$ cat config.mk
export PLATFORM = sky130hd
export DESIGN_NAME = frac_mac
export DESIGN_NICKNAME = d
export VERILOG_FILES = /design/src/rtl/frac_mac_pkg.sv /design/src/rtl/frac_mac_mul.sv /design/src/rtl/frac_mac_align.sv /design/src/rtl/frac_mac_alu.sv /design/src/rtl/frac_mac.sv
export SDC_FILE = /design/constraint.sdc
export NUM_CORES = 1
export LEC_CHECK = 0
export ABC_AREA = 1
export BUFFER_PORTS_ARGS = -buffer_cell sky130_fd_sc_hd__buf_2
export CAP_MARGIN = 40
export CORE_ASPECT_RATIO = 1.25
export CORE_MARGIN = 3
export CORE_UTILIZATION = 35
export DETAILED_ROUTE_END_ITERATION = 7
export SLEW_MARGIN = 20
export SYNTH_ARGS = -nofsm -noshare
export SYNTH_HDL_FRONTEND = slang
export SYNTH_SLANG_ARGS = --single-unit
$ cat constraint.sdc
create_clock -name clk -period 5.8 [get_ports clk]
set_clock_uncertainty 0.2 [all_clocks]
set_input_delay 0.58 -clock clk [delete_from_list [all_inputs] [get_ports clk]]
set_output_delay 0.58 -clock clk [all_outputs]
set_load 0.005 [all_outputs]
$ cat src/rtl/frac_mac_pkg.sv
package frac_mac_pkg;

    typedef enum logic [1:0] {
        OP_LOAD  = 2'b00,
        OP_ADD   = 2'b01,
        OP_SUB   = 2'b10,
        OP_CLEAR = 2'b11
    } mac_op_e;

endpackage

$ cat src/rtl/frac_mac_mul.sv
module frac_mac_mul #(
    parameter int DW = 16
) (
    input  logic                  clk,
    input  logic                  rst_n,
    input  logic [DW-1:0]         data_in,
    input  logic                  ld_x,
    input  logic                  ld_y,
    output logic signed [2*DW-1:0] prod_q
);
    localparam int PW = 2 * DW;

    typedef struct packed {
        logic [DW-1:0] x;
        logic [DW-1:0] y;
        logic [PW-1:0] p;
    } mul_state_t;

    mul_state_t st_d, st_q;

    always_comb begin
        st_d = st_q;
        if (ld_x) st_d.x = data_in;
        if (ld_y) st_d.y = data_in;
        st_d.p = PW'($signed(st_q.x) * $signed(st_q.y));
    end

    always_ff @(posedge clk or negedge rst_n) begin
        if (!rst_n) st_q <= '0;
        else        st_q <= st_d;
    end

    assign prod_q = $signed(st_q.p);
endmodule

$ cat src/rtl/frac_mac_align.sv
module frac_mac_align #(
    parameter int DW = 16,
    parameter int AW = 24
) (
    input  logic signed [2*DW-1:0] prod,
    input  logic                   frac_mode,
    output logic signed [AW-1:0]   aligned
);
    localparam int PW = 2 * DW;
    localparam logic [AW-1:0] MAX_POS = {1'b0, {(AW-1){1'b1}}};

    logic [PW-1:0] shifted;

    always_comb begin
        shifted = {prod[PW-2:0], 1'b0};
        if (!frac_mode) begin
            aligned = prod[PW-1:PW-AW];
        end else if (prod[PW-1] != prod[PW-2]) begin
            // only the most negative squared reaches here
            aligned = MAX_POS;
        end else begin
            aligned = shifted[PW-1:PW-AW];
        end
    end
endmodule

$ cat src/rtl/frac_mac_alu.sv
module frac_mac_alu
    import frac_mac_pkg::*;
#(
    parameter int AW = 24
) (
    input  logic signed [AW-1:0] acc,
    input  logic signed [AW-1:0] operand,
    input  mac_op_e              op,
    output logic signed [AW-1:0] result,
    output logic                 sat
);
    localparam logic [AW-1:0] MAX_POS = {1'b0, {(AW-1){1'b1}}};
    localparam logic [AW-1:0] MAX_NEG = {1'b1, {(AW-1){1'b0}}};

    logic signed [AW:0] wide;

    always_comb begin
        wide   = '0;
        result = '0;
        sat    = 1'b0;
        unique case (op)
            OP_LOAD:  result = operand;
            OP_CLEAR: result = '0;
            OP_ADD, OP_SUB: begin
                if (op == OP_ADD) wide = {acc[AW-1], acc} + {operand[AW-1], operand};
                else              wide = {acc[AW-1], acc} - {operand[AW-1], operand};
                if (wide[AW] != wide[AW-1]) begin
                    sat    = 1'b1;
                    result = wide[AW] ? MAX_NEG : MAX_POS;
                end else begin
                    result = wide[AW-1:0];
                end
            end
            default: result = '0;
        endcase
    end
endmodule

$ cat src/rtl/frac_mac.sv
module frac_mac
    import frac_mac_pkg::*;
#(
    parameter int DW = 16,
    parameter int AW = 24
) (
    input  logic          clk,
    input  logic          rst_n,
    input  logic [DW-1:0] data_in,
    input  logic          ld_x,
    input  logic          ld_y,
    input  logic          frac_mode,
    input  logic          op_en,
    input  logic [1:0]    op_sel,
    output logic [AW-1:0] acc_out,
    output logic          flag_zero,
    output logic          flag_neg,
    output logic          flag_ovf
);
    localparam int PW = 2 * DW;

    typedef struct packed {
        logic [AW-1:0] acc;
        logic          zero;
        logic          neg;
        logic          ovf;
    } acc_state_t;

    acc_state_t st_d, st_q;

    logic signed [PW-1:0] prod;
    logic signed [AW-1:0] aligned;
    logic signed [AW-1:0] alu_res;
    logic                 alu_sat;
    mac_op_e              op;

    assign op = mac_op_e'(op_sel);

    frac_mac_mul #(.DW(DW)) u_mul (
        .clk(clk), .rst_n(rst_n), .data_in(data_in),
        .ld_x(ld_x), .ld_y(ld_y), .prod_q(prod)
    );

    frac_mac_align #(.DW(DW), .AW(AW)) u_align (
        .prod(prod), .frac_mode(frac_mode), .aligned(aligned)
    );

    frac_mac_alu #(.AW(AW)) u_alu (
        .acc($signed(st_q.acc)), .operand(aligned), .op(op),
        .result(alu_res), .sat(alu_sat)
    );

    always_comb begin
        st_d = st_q;
        if (op_en) begin
            st_d.acc  = alu_res;
            st_d.zero = (alu_res == '0);
            st_d.neg  = alu_res[AW-1];
            if (op == OP_CLEAR) st_d.ovf = 1'b0;
            else if (alu_sat)   st_d.ovf = 1'b1;
        end
    end

    always_ff @(posedge clk or negedge rst_n) begin
        if (!rst_n) st_q <= '{acc: '0, zero: 1'b1, neg: 1'b0, ovf: 1'b0};
        else        st_q <= st_d;
    end

    assign acc_out   = st_q.acc;
    assign flag_zero = st_q.zero;
    assign flag_neg  = st_q.neg;
    assign flag_ovf  = st_q.ovf;
endmodule

# Yosys cells after proc, flatten, opt, wreduce, memory -nomap -nowiden
# Cells that the tools add are included.
# classes
add_sub_neg	2
n_mul	1
eq_ne	5
mux	11
reduce_logical	5
# ops
op	count
24-bit two-way mux	4
24-bit case mux with 3 select lines	1
25-bit two-way mux	2
16-bit by 16-bit multiplier with 32-bit output	1
24-bit by 24-bit adder with 25-bit output	1
24-bit by 24-bit subtractor with 25-bit output	1
24-bit zero test	1
2-bit == test (second input constant)	2
1-bit two-way mux	4
2-bit by 1-bit == test with 1-bit output (second input constant)	1
2-bit zero test	1
1-bit != test	2
2-bit AND reduction	1
2-bit nonzero test	1
2-bit OR reduction	1
# word_totals
reg_bits	91
in_bits	24
output_inout_bits	27

# Depth between registers and ports, before layout
# Gate-level depths: netlist (run 1).
# depth
ltp_word	11
depth_mapped	35
depth_no_buf	33

# By module
# Synthesis (run 1) repeated with hierarchy kept, for this count alone.
# unflattened
cells_unflattened	2361
area_unflattened_um2	17341.6
# by_module_without_submodules
module	n_inst	cells_per_inst	area_per_inst_um2
frac_mac_mul	1	1610	13041.3
frac_mac_alu	1	540	2837.7
frac_mac	1	131	1104.8
frac_mac_align	1	80	357.8

# Worst setup path after synthesis (run 1)
# Ideal clock, no wire load.
# synth_path
path_type	register to register
from	register u_mul.st_q[63] in the netlist's numbering
to	register u_mul.st_q, in the netlist u_mul.prod_q[28]
arrival_ps	5571
t_required_ps	5471
path_slack_ps	-100
path_stages_with_launch	24
synth_period_minus_slack_ps	5900
path_cell_list	dfrtp_1 clkbuf_1 clkbuf_1 nand2_1 inv_1 fa_1 fa_1 fa_1 fa_1 fa_1 inv_1 fa_1 inv_1 ha_1 nand2_1 inv_1 nand2_1 nor2_1 nand3_1 nand4_1 nand2_1 nand2_1 a31oi_1 xor2_1
# synth_rtl
item	line_no	rtl
from (decl)	frac_mac_mul.sv:19	mul_state_t st_d, st_q;
from (signal assigned)	frac_mac_mul.sv:30	else st_q <= st_d;

==> summary by stage, run 1 <==
Synthesis
The most frequent cell after synthesis is inv_1. The warning count from the yosys run is 0. In this run, synthesis inferred 0 flip-flops with an integrated enable.

The number of nets handed over by synthesis was ~2400. The most used flip-flop cell after synthesis is dfrtp_1. The synthesized netlist cell count is 1993. The mapped netlist covers 0.01572 sq mm. The share of the synthesized area in the top cell type is 33.37%.

The number of distinct library cells after synthesis is 44. After synthesis, the share of flip-flops with an asynchronous set or reset is 100.0%. Synthesis inferred 83 register bits. Counting instances in the post-synthesis netlist gives the leading cell types as inv_1, nand2_1, fa_1. The cell type with the highest aggregate area in the netlist is fa_1. The mean instance size in the synthesized netlist is 7.887 sq um. Yosys attributes the largest share of cell area to fa_1, dfrtp_1, inv_1, nand2_1, ha_1.

The sequential share of the synthesized area is 13.22%.

Clock network
The number of levels the H-tree was split into is 3. The clock slew at the register clock pins of the worst setup and hold paths is roughly 0.08 ns. The CTS tree is yes.

The clock drives 83 sinks. The cell chosen for the clock root is clkbuf_16. The longest clock path from root to sink contains 2 buffers. Buffers inserted during clock tree synthesis total 9. The worst-skew pair later-pin latency is 0.36 ns.

Layout
The area growth from synthesis to layout is 17.07%. 0 antenna diodes ended up in the layout. The design area is 0.01840 sq mm. The number of standard cells in the layout, taps in and fillers out is 2706. The net count of the finished layout is around 2500.

The fraction of layout cells with a size suffix above 1 is 18.42%.

Setup path
The worst register-to-register path begins at u_mul.st_q[54]. The launching element type of the critical path is a flip-flop. The arrival time at the worst endpoint is 5.83 ns. The top fanout value on the critical path is 4. The data required time at the worst endpoint is 5.84 ns. The worst setup path is of the flip-flop to flip-flop kind.

The critical path starts at u_mul.st_q[54]. The endpoint kind of the worst setup timing path is a flip-flop.

GRT
The number of global-route vias before repair is 13793. The maximum number of pins on one net before global-route repair is 52. The total grt overflow is 0. The number of antenna violations at the first check in global routing is 0. Global routing used 17.49% of the available tracks. The global-route wire length before repair is 67700 um.

Hold path
The startpoint identified for the worst hold timing path is data_in[0]. The class of the tightest hold or removal check is input port to flip-flop.

Drt
The final wirelength is 41480 um. The routed wire length per instance is 15.33 um. The via count is 12846.

The initial detailed-routing violation count is 822. Using the TritonRoute via totals, the vias-per-cell ratio works out to 4.747. In this run the remaining antenna-violating nets after routing total 0. After detailed routing, the number of remaining DRC violations is 0. The detailed-routing iteration count for the pre-antenna-repair pass is 5.

Placed design
After legalization and detailed placement, the total HPWL measured 34640 um. In this run the cell area measured after placement is 0.01731 sq mm. The final weighted congestion in routability-driven placement is 0.9226.

Including well taps, the total number of placed cells is roughly 2700. The count of input and output buffers is 50.

Floorplan
After floorplanning, the core was sized to cover 0.04422 sq mm. The floorplan step set the die height to 242.9 um. For this configuration, the core starts out at a cell density of between 30% and 40%. The overall die area is 0.04751 sq mm.

During I/O placement, the number of pins put on the boundary was between 50 and 60. The row count is 86. The floorplan step set the die width to 195.6 um.

STA
At the pin with the least slew margin, the transition time is 0.7314 ns. The number of max-slew violations in the final report is 0. The final critical-path required period is 5.794 ns. The worst path uses 99.90% of the clock period. Static timing analysis puts the maximum clock frequency at 172.6 MHz. The final hold violation count came to 0.

The worst hold slack is 0.2344 ns. Setup violations remaining at the end of the flow were counted as 0. The max-slew headroom at the worst pin is 51.24%. For the final routed database, the setup TNS stands at 0 ns. Setup repair after global routing could not meet its margin everywhere.

Run
The tool flagged a number of max-cap violations equal to 0.

Run status
The run finished with clean final reports.
## layer usage
metal,global-route usage (%),up-vias,routed length [um]
li1,-,6171,-
met1,21.81,6297,17460
met2,31.25,309,21110
met3,2.430,69,1770
met4,5.454,0,1135
met5,0,-,0
## path summary, 6_finish.rpt
path | to | slack [ns] | cells after the start
setup reg to reg | u_mul.prod_q[27] | 0.006 | 25
hold / removal | u_mul.st_q[48] | 0.23 | 3
setup / recovery | u_mul.prod_q[27] | 0.006 | 25
max in group asynchronous | u_mul.prod_q[7] | 3.86 | 3
min in group asynchronous | u_mul.st_q[53] | 0.53 | 2
hold reg to reg | flag_zero | 0.28 | 2
## registers in the layout, summed over array words and instances, names as in the netlist
register / count
u_mul.prod_q: 25
flag_zero: 1
flag_ovf: 1
u_mul.st_q: 32
acc_out: 24
## metrics by stage
| stage | worst slack [ns] | util [%] |
|---|---|---|
| floorplan | 0.0002163 | - |
| global placement | -0.1051 | 39.14 |
| detailed placement | -0.1933 | 39.14 |
| CTS | 0.002281 | 39.95 |
| global route | -0.1959 | 41.61 |
| finish | 0.005734 | 41.61 |
## timing repair
| item | 4_1_cts | 5_1_grt |
|---|---|---|
| pin swaps | 1 | 48 |
| gates resized for setup | 22 | 138 |
| setup buffers | 1 | 35 |
| endpoints found under the setup margin | 11 | 26 |
| cloned | 0 | 1 |
| hold buffers | 1 | 0 |
| hold endpoints to repair | 31 | 0 |
## cell type report
class / count / area, sq um
repair buffers: 209 / 1649
multi-input cells: 1334 / 11810
clock inverters: 3 / 23.77
flip-flops and latches: 83 / 2102
fillers: 4444 / 25820
well taps: 572 / 715.7
inverters: 492 / 1852
clock buffers: 13 / 250.2
## cell families after synthesis
logic type,share of synthesized area [%]
AOI/OAI and AO/OA,6.925
xor gates and xnor gates,4.458
adders and majority gates,42.12
buffers and inverters,14.23
DFF,13.22
muxes,1.863
and+or+nand+nor,17.18
## critical path: stages, from the launching register on
cell	delay (ns)
dfrtp_1	0.39
buf_4	0.14
nand2_1	0.06
fa_1	0.51
inv_1	0.06
fa_1	0.50
inv_1	0.08
fa_1	0.54
inv_1	0.05
fa_1	0.48
fa_1	0.50
inv_1	0.05
fa_1	0.48
inv_1	0.07
ha_4	0.27
a21oi_4	0.14
o21ai_1	0.09
a21oi_1	0.15
o21ai_2	0.10
nand2_1	0.07
o211ai_1	0.12
nand2_1	0.10
o211ai_1	0.17
nand3b_1	0.14
nand2_1	0.07
xor2_1	0.16
## cells in the final DEF (no fill, tap or decap), drive strengths merged, types with 45 or more instances in the layout
cell   count
xor2      57
nor2     115
inv      492
fa       262
buf      206
nand3     45
o21ai     79
a21oi     75
dfrtp     82
ha       110
nand2    462
Power of run 1 is left out: the tool's default activity adds up to more than one toggle a clock period on the data nets, which glitch-free logic cannot reach.
==> run 2, diff against run 1 <==
- CORE_ASPECT_RATIO: 1.25 -> unset
==> run 2 against run 1 <==
- core utilization is 0.13 points lower
- worst hold slack got worse by 0.0028 ns
- via count shrank 1.2%
- cell count rose by 0.41%
==> summary by stage, run 2 (synthesized netlist as in run 1, its figures left out) <==
Run status
The run finished with clean final reports.

Clock network
The number of buffers created by CTS is 9. TritonCTS built the clock tree. The worst-skew pair later-pin latency is 0.38 ns. The buffer depth of the longest clock path is 2.

The cell chosen for the clock root is clkbuf_16. Counting every sink on the clock net gives 83. The H-tree generated during clock tree synthesis spans 3 levels. Clock-pin slew was measured on the worst setup and hold paths at 0.07 ns.

Drt
The initial detailed-routing violation count is about 710. After detailed routing, the number of remaining DRC violations is 0. The first detailed-routing pass took 6 iterations.

The routed design has 41020 um of wire. Across all layers, the routed design uses ~13000 vias. In the routed layout, each cell is associated on average with a via count of between 4 and 5. The post-detailed-route count of antenna-violating nets is 0. Dividing the detail-routed wire length by the instance count gives 15.10 um.

Layout
In the layout the commonest cells are inv_1, nand2_1, fa_1. The register with the most flip-flops in the layout has 32 of them. More flip-flops sit in one register than any other, and that register is u_mul.st_q.

Relative to the synthesized area, the layout overhead comes to 16.95%. The fraction of layout cells with a size suffix above 1 is between 10% and 20%. 0 antenna diodes ended up in the layout. The commonest non-fill, non-tap cell in the layout is inv_1. Counting the fill cells in the layout gives 4507. Once layout is complete, the utilization of the core stands at 41.48%. After the last flow step, the layout net total stands at 2516.

STA
The number of max-slew violations in the final report is 0. The final hold violation count came to 0. In this run the tightest slew margin relative to its limit is 60.24%.

Setup repair after global routing could not meet its margin everywhere. The worst path in the final design needs a cycle of 5.726 ns, including I/O delays and setup. Based on the critical path, the design can be clocked at up to between 150 and 200 MHz. The slew at the pin with the worst max-slew slack is approximately 0.6 ns. The final clock period utilization by the worst path is approximately 99%. Setup violations remaining at the end of the flow were counted as 0.

Floorplan
The placeable core region is 0.04432 sq mm. The die boundary width is around 220 um. The floorplan has 77 rows. The floorplan step defined a die boundary enclosing between 0.04 and 0.05 sq mm.

The I/O pin count is 51. The initial core utilization is between 30% and 40%. The vertical die dimension is 217.9 um.

GRT
The number of global-route vias before repair is 13180. The number of antenna violations at the first check in global routing is 1. The total routing usage reported by global routing is 17.52%. The global-route wire length before repair is 66940 um. The maximum number of pins on one net before global-route repair is 53. Global routing finished with a remaining overflow of 0.

Setup path
The startpoint-to-endpoint class of the critical path is flip-flop to flip-flop. Counting stages on the worst path, the most repeated cell is fa_1. STA classifies the critical path endpoint as a flip-flop. In this run the worst path has a maximum fanout of 6.

Among cell families on the critical path, the largest total delay comes from adder cells. The arrival time at the worst endpoint is 5.82 ns. For this design, the slowest cell found on the critical path is fa_1. The signal on the critical path passes through buf_6, nand2_2, inv_1, fa_1, inv_1, fa_2, fa_2, fa_1, inv_2, fa_1, fa_1, ha_4, a21oi_2, inv_2, a31oi_4, o221ai_2, buf_4, nand2_2, nand4_1, nand2_1, nand2_2, a31oi_2, xor2_1.

STA puts the critical path data required time at just under 6 ns. STA classifies the critical path startpoint as a flip-flop. The longest individual stage delay on the worst path is 0.60 ns. Together, buffers and inverters on the worst path number 6.

Placed design
The total half-perimeter wirelength after legalization and detailed placement is 34460 um. In this run the tool buffered the top-level ports with 50 buffer cells. The final weighted congestion in routability-driven placement is 0.9314.

Run
Max-cap violations in this run came to 0.

Hold path
The class of the tightest hold or removal check is input port to flip-flop.
-- run 2: timing repair --
item / CTS / global route
pin swaps: 0 / 47
hold buffers: 1 / 0
endpoints found under the setup margin: 10 / 16
hold endpoints to repair: 2 / 0
setup buffers: 2 / 28
gates resized for setup: 9 / 114
-- run 2: layout make-up --
class / count / area (sq um) / area share, %
Multi-Input combinational cell: 1334 / 11800 / 64.18
Timing Repair Buffer: 200 / 1589 / 8.644
Clock buffer: 11 / 242.7 / 1.320
Inverter: 492 / 1849 / 10.06
Tap cell: 592 / 740.7 / 4.029
Clock inverter: 5 / 61.31 / 0.3335
Sequential cell: 83 / 2102 / 11.43
-- run 2: stage by stage --
| step | instance area (sq um) | cells | setup WS (ns) | setup TNS [ns] | hold slack (ns) |
|---|---|---|---|---|---|
| after floorplan | 15730 | 1993 | 0.0002163 | 0 | 0.08441 |
| after global placement | 17330 | 2669 | -0.07560 | -0.2535 | 0.1749 |
| after detailed placement | 17350 | 2670 | -0.1632 | -0.8697 | 0.1740 |
| after CTS | 17690 | 2689 | -0.02584 | -0.02584 | 0.2212 |
| after global routing | 18380 | 2717 | -0.1163 | -0.5760 | 0.2470 |
| final | 18380 | 2717 | 0.07406 | 0 | 0.2316 |
-- run 2: tightest hold or removal path, delay by kind of cell --
kind	cells	cell delay [ns]
buf+inv	1	0.08
compound gates	1	0.07
simple gates	1	0.04
-- run 2: layer usage --
layer	up-vias	share of wire [%]	GRT usage, %
li1	6162	-	-
met1	6168	46	23.93
met2	327	48	29.91
met3	39	4.8	2.369
met4	0	1.4	3.436
met5	-	0	0
-- run 2: final timing paths --
check | start | endpoint | slack [ns] | cells past startpoint
max | u_mul.st_q[37] | u_mul.prod_q[28] | 0.07 | 23
min | data_in[12] | u_mul.st_q[60] | 0.23 | 3
max reg2reg | u_mul.st_q[37] | u_mul.prod_q[28] | 0.07 | 23
min reg2reg | flag_zero | flag_zero | 0.28 | 2
max in group asynchronous | rst_n | flag_zero | 4.12 | 4
min in group asynchronous | rst_n | u_mul.st_q[47] | 0.33 | 2
Power of run 2 is left out for the same reason.
